$ cat config.mk
export PLATFORM = sky130hd
export DESIGN_NAME = flash_seq
export DESIGN_NICKNAME = d
export VERILOG_FILES = /design/src/rtl/flash_seq_pkg.sv /design/src/rtl/flash_seq_unlock.sv /design/src/rtl/flash_seq_timer.sv /design/src/rtl/flash_seq.sv
export SDC_FILE = /design/constraint.sdc
export NUM_CORES = 1
export LEC_CHECK = 0
export ABC_AREA = 1
export BUFFER_PORTS_ARGS = -buffer_cell sky130_fd_sc_hd__buf_4
export CAP_MARGIN = 40
export CORE_UTILIZATION = 45
export CTS_BUF_LIST = sky130_fd_sc_hd__clkbuf_8
export CTS_CLUSTER_SIZE = 12
export DETAILED_ROUTE_END_ITERATION = 10
export GPL_TIMING_DRIVEN = 0
export HOLD_SLACK_MARGIN = 0.08
export PLACE_DENSITY = 0.75
export SLEW_MARGIN = 20
export SYNTH_ARGS = -nofsm -noshare
export SYNTH_HDL_FRONTEND = slang
export SYNTH_SLANG_ARGS = --single-unit
$ cat constraint.sdc
create_clock -name clk -period 5.6 [get_ports clk]
set_input_delay 0.56 -clock clk [delete_from_list [all_inputs] [get_ports clk]]
set_output_delay 0.56 -clock clk [all_outputs]
set_load 0.05 [all_outputs]
$ cat src/rtl/flash_seq_pkg.sv
package flash_seq_pkg;
    typedef enum logic [2:0] {
        S_OFF, S_SETUP, S_IDLE, S_PULSE, S_RD1, S_GAP, S_RD2, S_ERASE
    } seq_state_t;

    localparam logic [1:0] K_CTRL  = 2'd0;
    localparam logic [1:0] K_KEY   = 2'd1;
    localparam logic [1:0] K_START = 2'd2;

    localparam logic [7:0] KEY_FIRST  = 8'hA5;
    localparam logic [7:0] KEY_SECOND = 8'h5A;

    localparam int B_WREN  = 0;
    localparam int B_EREN  = 1;
    localparam int B_WIDE  = 2;
    localparam int B_BANK  = 3;
    localparam int B_EXIT  = 5;
endpackage

$ cat src/rtl/flash_seq_unlock.sv
module flash_seq_unlock
    import flash_seq_pkg::*;
(
    input  logic       clk,
    input  logic       rst_n,
    input  logic       cmd_valid,
    input  logic       is_key,
    input  logic [7:0] key_byte,
    output logic       opened
);
    logic armed_d, armed_q;

    always_comb begin
        armed_d = armed_q;
        opened  = cmd_valid && is_key && armed_q && (key_byte == KEY_SECOND);
        if (cmd_valid)
            armed_d = is_key && (key_byte == KEY_FIRST);
    end

    always_ff @(posedge clk) begin
        if (!rst_n) armed_q <= 1'b0;
        else        armed_q <= armed_d;
    end
endmodule

$ cat src/rtl/flash_seq_timer.sv
module flash_seq_timer #(
    parameter int W = 16
) (
    input  logic         clk,
    input  logic         rst_n,
    input  logic         load,
    input  logic [W-1:0] load_val,
    output logic         zero
);
    logic [W-1:0] cnt_d, cnt_q;

    always_comb begin
        if (load)             cnt_d = load_val;
        else if (cnt_q != '0) cnt_d = cnt_q - 1'b1;
        else                  cnt_d = cnt_q;
        zero = (cnt_q == '0);
    end

    always_ff @(posedge clk) begin
        if (!rst_n) cnt_q <= '0;
        else        cnt_q <= cnt_d;
    end
endmodule

$ cat src/rtl/flash_seq.sv
module flash_seq
    import flash_seq_pkg::*;
#(
    parameter int CLK_MHZ    = 20,
    parameter int SETUP_US   = 10,
    parameter int PULSE_US   = 100,
    parameter int VGAP_US    = 4,
    parameter int ERASE_US   = 1000,
    parameter int MAX_TRIALS = 25,
    parameter int ADDR_W     = 8
) (
    input  logic              clk,
    input  logic              rst_n,
    input  logic              cmd_valid,
    input  logic [1:0]        cmd_kind,
    input  logic [ADDR_W-1:0] cmd_addr,
    input  logic [31:0]       cmd_data,
    input  logic              vpp_ok,
    input  logic [31:0]       arr_rdata,
    output logic              wmode,
    output logic              ready,
    output logic              busy,
    output logic              fail,
    output logic              vpp_fault,
    output logic [ADDR_W-1:0] arr_addr,
    output logic [31:0]       arr_wdata,
    output logic              arr_wide,
    output logic [1:0]        arr_bank,
    output logic              arr_pgm,
    output logic              arr_erase,
    output logic              arr_rd
);
    localparam int SETUP_CYC = SETUP_US * CLK_MHZ;
    localparam int PULSE_CYC = PULSE_US * CLK_MHZ;
    localparam int VGAP_CYC  = VGAP_US * CLK_MHZ;
    localparam int ERASE_CYC = ERASE_US * CLK_MHZ;
    localparam int MAX_AB    = (SETUP_CYC > PULSE_CYC) ? SETUP_CYC : PULSE_CYC;
    localparam int MAX_CD    = (VGAP_CYC > ERASE_CYC) ? VGAP_CYC : ERASE_CYC;
    localparam int MAX_CYC   = (MAX_AB > MAX_CD) ? MAX_AB : MAX_CD;
    localparam int TW        = $clog2(MAX_CYC + 1);
    localparam int NW        = $clog2(MAX_TRIALS + 1);

    typedef struct packed {
        seq_state_t        st;
        logic              wm;
        logic              wr_en;
        logic              er_en;
        logic              wide;
        logic [1:0]        bank;
        logic [NW-1:0]     trials;
        logic [31:0]       src;
        logic [ADDR_W-1:0] addr;
        logic [31:0]       rd1;
        logic              fail;
        logic              vpp;
    } seq_regs_t;

    seq_regs_t d, q;
    logic          opened, tmr_zero, tmr_load, op_busy, pass, erase_go;
    logic [TW-1:0] tmr_val;
    logic [31:0]   mask;

    flash_seq_unlock u_unlock (
        .clk      (clk),
        .rst_n    (rst_n),
        .cmd_valid(cmd_valid),
        .is_key   (cmd_kind == K_KEY),
        .key_byte (cmd_data[7:0]),
        .opened   (opened)
    );

    flash_seq_timer #(.W(TW)) u_timer (
        .clk     (clk),
        .rst_n   (rst_n),
        .load    (tmr_load),
        .load_val(tmr_val),
        .zero    (tmr_zero)
    );

    always_comb begin
        d         = q;
        tmr_load  = 1'b0;
        tmr_val   = '0;
        arr_pgm   = 1'b0;
        arr_erase = 1'b0;
        arr_rd    = 1'b0;
        erase_go  = 1'b0;
        op_busy   = (q.st == S_PULSE) || (q.st == S_RD1) || (q.st == S_GAP) ||
                    (q.st == S_RD2) || (q.st == S_ERASE);
        mask      = q.wide ? 32'hFFFF_FFFF : 32'h0000_FFFF;
        pass      = ((arr_rdata & mask) == (q.src & mask)) &&
                    ((q.rd1 & mask) == (q.src & mask));

        unique case (q.st)
            S_SETUP: if (tmr_zero) d.st = S_IDLE;
            S_PULSE: begin
                arr_pgm = 1'b1;
                if (tmr_zero) d.st = S_RD1;
            end
            S_RD1: begin
                arr_rd   = 1'b1;
                d.rd1    = arr_rdata;
                d.st     = S_GAP;
                tmr_load = 1'b1;
                tmr_val  = TW'(VGAP_CYC - 1);
            end
            S_GAP: if (tmr_zero) d.st = S_RD2;
            S_RD2: begin
                arr_rd = 1'b1;
                if (pass) begin
                    d.st = S_IDLE;
                end else if (q.trials == NW'(1)) begin
                    d.st   = S_IDLE;
                    d.fail = 1'b1;
                end else begin
                    d.trials = q.trials - 1'b1;
                    d.st     = S_PULSE;
                    tmr_load = 1'b1;
                    tmr_val  = TW'(PULSE_CYC - 1);
                end
            end
            S_ERASE: begin
                arr_erase = 1'b1;
                if (!vpp_ok) d.vpp = 1'b1;
                if (tmr_zero) d.st = S_IDLE;
            end
            default: ;
        endcase

        if (opened && !q.wm) begin
            d.wm     = 1'b1;
            d.st     = S_SETUP;
            tmr_load = 1'b1;
            tmr_val  = TW'(SETUP_CYC - 1);
        end

        if (cmd_valid && cmd_kind == K_CTRL) begin
            if (cmd_data[B_EXIT] && q.wm) begin
                d.wm = 1'b0;
                d.st = S_OFF;
            end else if (!op_busy) begin
                d.wr_en = cmd_data[B_WREN];
                d.er_en = cmd_data[B_EREN];
                d.wide  = cmd_data[B_WIDE];
                d.bank  = cmd_data[B_BANK +: 2];
            end
        end

        if (cmd_valid && cmd_kind == K_START && q.st == S_IDLE) begin
            if (q.wr_en && !q.er_en) begin
                d.st     = S_PULSE;
                d.trials = NW'(MAX_TRIALS);
                d.src    = cmd_data;
                d.addr   = cmd_addr;
                d.fail   = 1'b0;
                tmr_load = 1'b1;
                tmr_val  = TW'(PULSE_CYC - 1);
            end else if (q.er_en && !q.wr_en) begin
                erase_go = 1'b1;
                d.st     = S_ERASE;
                d.vpp    = 1'b0;
                tmr_load = 1'b1;
                tmr_val  = TW'(ERASE_CYC - 1);
            end
        end
    end

    always_ff @(posedge clk) begin
        if (!rst_n) begin
            q    <= '0;
            q.st <= S_OFF;
        end else begin
            q <= d;
        end
    end

    assign wmode     = q.wm;
    assign ready     = (q.st == S_IDLE);
    assign busy      = op_busy;
    assign fail      = q.fail;
    assign vpp_fault = q.vpp;
    assign arr_addr  = q.addr;
    assign arr_wdata = q.src;
    assign arr_wide  = q.wide;
    assign arr_bank  = q.bank;

    // an operation runs only inside writing mode
    a_r10_busy_in_wmode: assert property (@(posedge clk) disable iff (!rst_n)
        busy |-> wmode);
    // an operation can only begin from the ready state
    a_r2_start_from_ready: assert property (@(posedge clk) disable iff (!rst_n)
        $rose(busy) |-> $past(ready));
    // at most one array strobe at a time
    a_r3_one_strobe: assert property (@(posedge clk) disable iff (!rst_n)
        $onehot0({arr_pgm, arr_erase, arr_rd}));
    // bank held for the whole erase
    a_r6_bank_stable: assert property (@(posedge clk) disable iff (!rst_n)
        (arr_erase && $past(arr_erase)) |-> $stable(arr_bank));
    // fail rises only at the end of a verify
    a_r5_fail_from_verify: assert property (@(posedge clk) disable iff (!rst_n)
        $rose(fail) |-> $past(arr_rd));
    // the supply fault holds until a new erase starts
    a_r8_vpp_sticky: assert property (@(posedge clk) disable iff (!rst_n)
        (vpp_fault && !erase_go) |=> vpp_fault);
    // exit write closes writing mode and stops the operation
    a_r9_exit_aborts: assert property (@(posedge clk) disable iff (!rst_n)
        (cmd_valid && cmd_kind == K_CTRL && cmd_data[B_EXIT] && wmode)
        |=> (!wmode && !busy && !ready));
endmodule

* Word-level counts from Yosys, hierarchy flattened
Index checks and enable logic that the tools add are counted.
Widths: inputs -> output; s select.
** Storage, ports and cells
- Register bits :: 104
- Latch bits :: 0
- RAM bits :: 0
- ROM bits :: 0
- Input port bits :: 78
- Output and inout port bits :: 51
- Logic and storage cells :: 110
- Memories kept :: 0
** Operators by class
- Add/sub/neg operators :: 2
- Multipliers :: 0
- Divide/modulo/power cells :: 0
- Order comparisons :: 0
- Eq/ne operators :: 14
- Shifts and indexed selects :: 0
- Mux-type cells :: 48
- Bitwise logic cells :: 5
- Reduce and logical (&&, ||, !) cells :: 27
** Operators by type and width (number)
- $and 32x32->32 :: 3
- $mux 15 :: 6
- $mux 45 :: 2
- $eq 32x32->1 :: 2
- $mux 32 :: 1
- $mux 5 :: 5
- $mux 11 :: 2
- $pmux 11 s2 :: 1
- $mux 3 :: 7
- $mux 1 :: 18
- $logic_not 15->1 :: 1
- $pmux 3 s5 :: 1
- $reduce_bool 15->1 :: 1
- $sub 15x1->15 const B :: 1
- $eq 3x3->1 const B :: 4
- $logic_and 1x1->1 :: 12
- $mux 9 :: 1
- $eq 8x7->1 const B :: 1
- $eq 8x8->1 const B :: 1
- $mux 4 :: 2
- $eq 3x2->1 const B :: 2
- $eq 5x1->1 const B :: 1
- $sub 5x1->5 const B :: 1
- $logic_or 1x1->1 :: 4
- 12 further kinds :: 16

* Longest topological paths before layout
- Depth after elaboration :: 12
- Gate-level depth with buffers :: 16
- Mapped depth without buffers :: 15

* By module
A second synthesis with hierarchy kept.
** Unflattened totals
- Cells, all modules :: 872
- Area, all modules :: 5900.7 sq um
** By module, submodules not included
- flash_seq :: instances 1, cells each 706, area an instance 4839.6 sq um
- flash_seq_timer :: instances 1, cells each 144, area an instance 945.9 sq um
- flash_seq_unlock :: instances 1, cells each 22, area an instance 115.1 sq um

* Worst setup path after synthesis
OpenSTA, ideal clock, no wires.
- Path kind :: register to register
- Start point :: register q, in the netlist arr_wide
- End point :: register u_timer.cnt_q[10]
- Setup time :: 0.128 ns
- Arrival :: 1.954 ns
- Path slack :: 3.518 ns
- Cell stages (with the launch flop) :: 17
- Path buffers :: 2
- Cell sequence :: dfxtp_1 > buf_6 > buf_6 > nand3_1 > nand2_1 > nor2_1 > nand2_1 > nor2_1 > nand2_1 > nor2_2 > nand2_2 > nand3_4 > nand4_4 > inv_1 > nand2_2 > nand2_1 > nor2_1
** On the way
- Word-level cells in the longest chain between the ends :: 11
- Elaborated cells between the ends (all ways) :: 21
** RTL lines
- start: declaration :: RTL line flash_seq.sv:58 : seq_regs_t d, q;
- $mux 32 * :: RTL line flash_seq.sv:90 : mask = q.wide ? 32'hFFFF_FFFF : 32'h0000_FFFF;
- $and 32x32->32 (on tied branches) :: RTL line flash_seq.sv:91, flash_seq.sv:92
- $eq 32x32->1 (on tied branches) :: RTL line flash_seq.sv:91, flash_seq.sv:92
- $logic_and 1x1->1 * :: RTL line flash_seq.sv:91 : pass = ((arr_rdata & mask) == (q.src & mask)) &&
- $mux 11 / $mux 1 (equally long branches) :: RTL line flash_seq.sv:110 : if (pass) begin
- $pmux 11 s2 / $pmux 1 s2 (equally long branches) :: RTL line flash_seq.sv:94 : unique case (q.st)
- $mux 15 / $mux 1 (equally long branches) :: RTL line flash_seq.sv:130 : if (opened && !q.wm) begin
- $mux 15 / $mux 1 (equally long branches) :: RTL line flash_seq.sv:158 : end else if (q.er_en && !q.wr_en) begin
- $mux 15 / $mux 1 (equally long branches) :: RTL line flash_seq.sv:150 : if (q.wr_en && !q.er_en) begin
- $mux 15 / $mux 1 (equally long branches) :: RTL line flash_seq.sv:149 : if (cmd_valid && cmd_kind == K_START && q.st == S_IDLE) begin
- $mux 15 / $reduce_bool 2->1 (equally long branches)
- end signal: assignment :: RTL line flash_seq_timer.sv:21 : else cnt_q <= cnt_d;
- end: declaration :: RTL line flash_seq_timer.sv:10 : logic [W-1:0] cnt_d, cnt_q;
Mark *: on every way between the ends. The rest lies on a longest branch, timed or not.
A chain may end at the register's enable or synchronous reset.

* Worst setup path in the final report
- Start point :: register q[87] (netlist name)
- End point :: output arr_rd
** On the way
- Word-level cells in the longest chain between the ends :: 3
- Elaborated cells between the ends (all ways) :: 4
** RTL lines
- $eq 3x3->1 :: RTL line flash_seq.sv:94
- $reduce_or 2->1 (no source line) *
- $mux 1 * :: RTL line flash_seq.sv:94
- end: declaration :: RTL line flash_seq.sv:31 : output logic arr_rd
Marked as above.

==> results.md <==
* Share of the synthesized area in the top cell type at 36.1%
* Hold EP: q[10]
* Worst hold path class: in2reg
* Initial antenna violation count at 0
* Pleak at 3.51 nW
* Sink Count at 104
* Largest net degree at the start of global routing at 17
* Synth warn at 0
* Final Util at 58.2%
* Worst EP required at 5.04 ns
* Synth area leader: dfxtp_1
* Synth Net Count at 921
* Total grt overflow at 0
* Pwr per Cell Area at 253 nW/um2
* Mapped Area at 5760 um2
* Synth-to-Final Area Change at 24.0%
* Starting Density at 47.0%
* Hold-fix buffers, CTS at 0
* Clk buf depth at 2
* GP Congestion at 0.913
* FF-to-FF path depth at 16
* Synth unique cells at 33
* Initial DRC count at 420
* Slew headroom at 56.8%
* Fillers at 1202
* Clock slew at reported path FFs at 0.11 ns
* Worst Hold Depth at 3
* CP Launch Type: flip-flop
* Vias in the first global route at 5248
* Final Hold Slack at 0.407 ns
* GRT Total Usage at 25.4%
* Cells after Synth at 839
* Commonest non-fill, non-tap cells in the layout: buf_4 (170), nor2_1 (143), nand2_1 (115)
* Post-layout power at 0.00181 W
* DRT Pass-1 Iters at 5
* Final setup TNS at 0 ns
* Core footprint at 12300 um2
* Post-CTS sizing at 0
* Crit path arrival time at 2.52 ns
* Cts bufs inserted at 9
* Max cap viols at 0
* Hold Path Origin: arr_rdata[8]
* Number of synthesized flops with an enable pin at 0
* Per-cell routed wire length at 14.0 um
* Die width at 115 um
* Dpl ws at 2.91 ns
* WS Path Type: reg2out
* Port Buffer Count at 128
* Hold Fails Final Rpt at 0
* Avg Inst Size Synth at 6.87 um2
* Status: completed
* Worst IR Drop VDD at 0.230 mV
* Commonest non-fill, non-tap cell in the layout: buf_4
* Final worst slack at 2.52 ns
* Final WL at 16.1 mm
* Reg-to-reg slack, setup at 3.27 ns
* Peak Freq at 0.324 GHz
* Final setup fails at 0
* Post-synth ARST share at 0%
* Die height at 115 um
* Worst Skew at 0.0197 ns
* RSZ-0062 raised after global routing: false
* Setup Fix Bufs, Post-CTS at 0
* Nets at 1060
* Global-route wire length before repair at 25.9 mm
* Yosys reg bits at 104
* Antenna diode count at 0
* Drt drc at 0
* Worst reg2reg path endpoint: u_timer.cnt_q[8]
* CTS tree: built
* Post-route minimum period at 3.08 ns
* Dominant synthesized flop cell: dfxtp_1
* R2r startpoint: arr_wide
* Row count at 40
* Vias/cell at 5.01
* Die area at 13300 um2
* Crit-path max FO at 10
* Fin crit share at 55.0%
* Vias at 5766
* Synth area leaders: dfxtp_1 (36%), nor2_1 (9.3%), nand2_1 (7.5%)
* H-Tree Depth at 3
* CP Capture Type: primary output
* Final Max Slew Viols at 0
* DPL Wire Length at 12.0 mm
* Layout cells sized above 1 at 21.1%
* Sequential share of the synthesized area at 36.1%
* Slew @ Worst Pin at 0.643 ns
* Ports at 129
* CTS Root Cell: clkbuf_8
* Remaining antenna violation count at 0
* Later-pin clock latency in the skew report at 0.39 ns
-- worst max path at each step --
stage / startpoint / to / cells past startpoint
floorplan: arr_wide / u_timer.cnt_q[10] / 16
finish: q[87] / arr_rd / 7
global placement: q[87] / arr_rd / 7
global route: q[87] / arr_rd / 7
CTS: q[87] / arr_rd / 7
detailed placement: q[87] / arr_rd / 7
-- cells by family (layout without fill, tap and decap cells) --
kind of cell    Yosys count  after routing  synth area share [%]
fa+ha+maj                 4              4                 0.869
xor+xnor                 38             38                  5.78
simple gates            364            364                  27.5
compound gates          162            162                  15.1
buf+inv                 167            310                  14.7
flops                   104            104                  36.1
-- synthesized netlist by cell type (2+ instances only) --
| library cell | instances |
|---|---|
| nand2_1 | 115 |
| xor2_1 | 34 |
| nand3b_1 | 9 |
| nor2_1 | 143 |
| o2111ai_1 | 2 |
| dfxtp_1 | 104 |
| buf_6 | 8 |
| o21bai_2 | 6 |
| clkbuf_1 | 23 |
| nor3_1 | 14 |
| nand3_1 | 60 |
| buf_1 | 2 |
| xnor2_1 | 4 |
| a211oi_1 | 2 |
| nor4_1 | 8 |
| nor2_2 | 2 |
| buf_4 | 42 |
| o21ai_1 | 5 |
| a21oi_1 | 57 |
| ha_1 | 4 |
| o21ai_0 | 86 |
| a31oi_1 | 2 |
| inv_1 | 90 |
| nand2_2 | 2 |
| nand4_1 | 7 |
-- metrics by stage --
step	std cells	area, um2
3_5_place_dp	1135	6930
2_1_floorplan	839	5760
3_3_place_gp	1135	6930
4_1_cts	1150	7140
5_1_grt	1150	7140
6_report	1150	7140
-- sequential cells by signal, summed over array words and instances (netlist names) --
signal            flops
arr_wdata            32
q                    42
wmode                 1
arr_wide              1
arr_bank              2
u_timer.cnt_q        15
fail                  1
u_unlock.armed_q      1
vpp_fault             1
arr_addr              8
-- power by group --
part | internal, W | switching (W)
logic | 0.000205 | 0.000269
registers | 0.000781 | 0.0000324
clock network | 0.000249 | 0.000272
total | 0.00124 | 0.000573
-- critical path, stage by stage (launching register included) --
cell      delay, ns
dfxtp_1        0.36
inv_1          0.14
nor3_1         0.08
inv_1          0.18
clkbuf_1       0.45
clkbuf_1       0.56
nand2_1        0.15
buf_4          0.22
-- area by class of cell --
cell class              count  area, um2  share of cell area, %
plain buffers              75        499                   6.99
clock buffers               9        124                   1.73
clock inverters             6       86.3                   1.21
inverters                  92        345                   4.84
multi-input cells         568       2830                   39.7
flip-flops and latches    104       2080                   29.2
well taps                 168        210                   2.94
repair buffers            128        961                   13.5
-- per-layer routing --
layer / vias to the layer above / track usage [%] / part of all wire, %
met5: - / 0 / 0
met4: 0 / 8.40 / 1.3
met3: 17 / 3.48 / 5.5
met2: 186 / 41.4 / 46
met1: 2623 / 34.5 / 47
li1: 2940 / - / -
No activity file was read; power rests on OpenSTA's default activity.
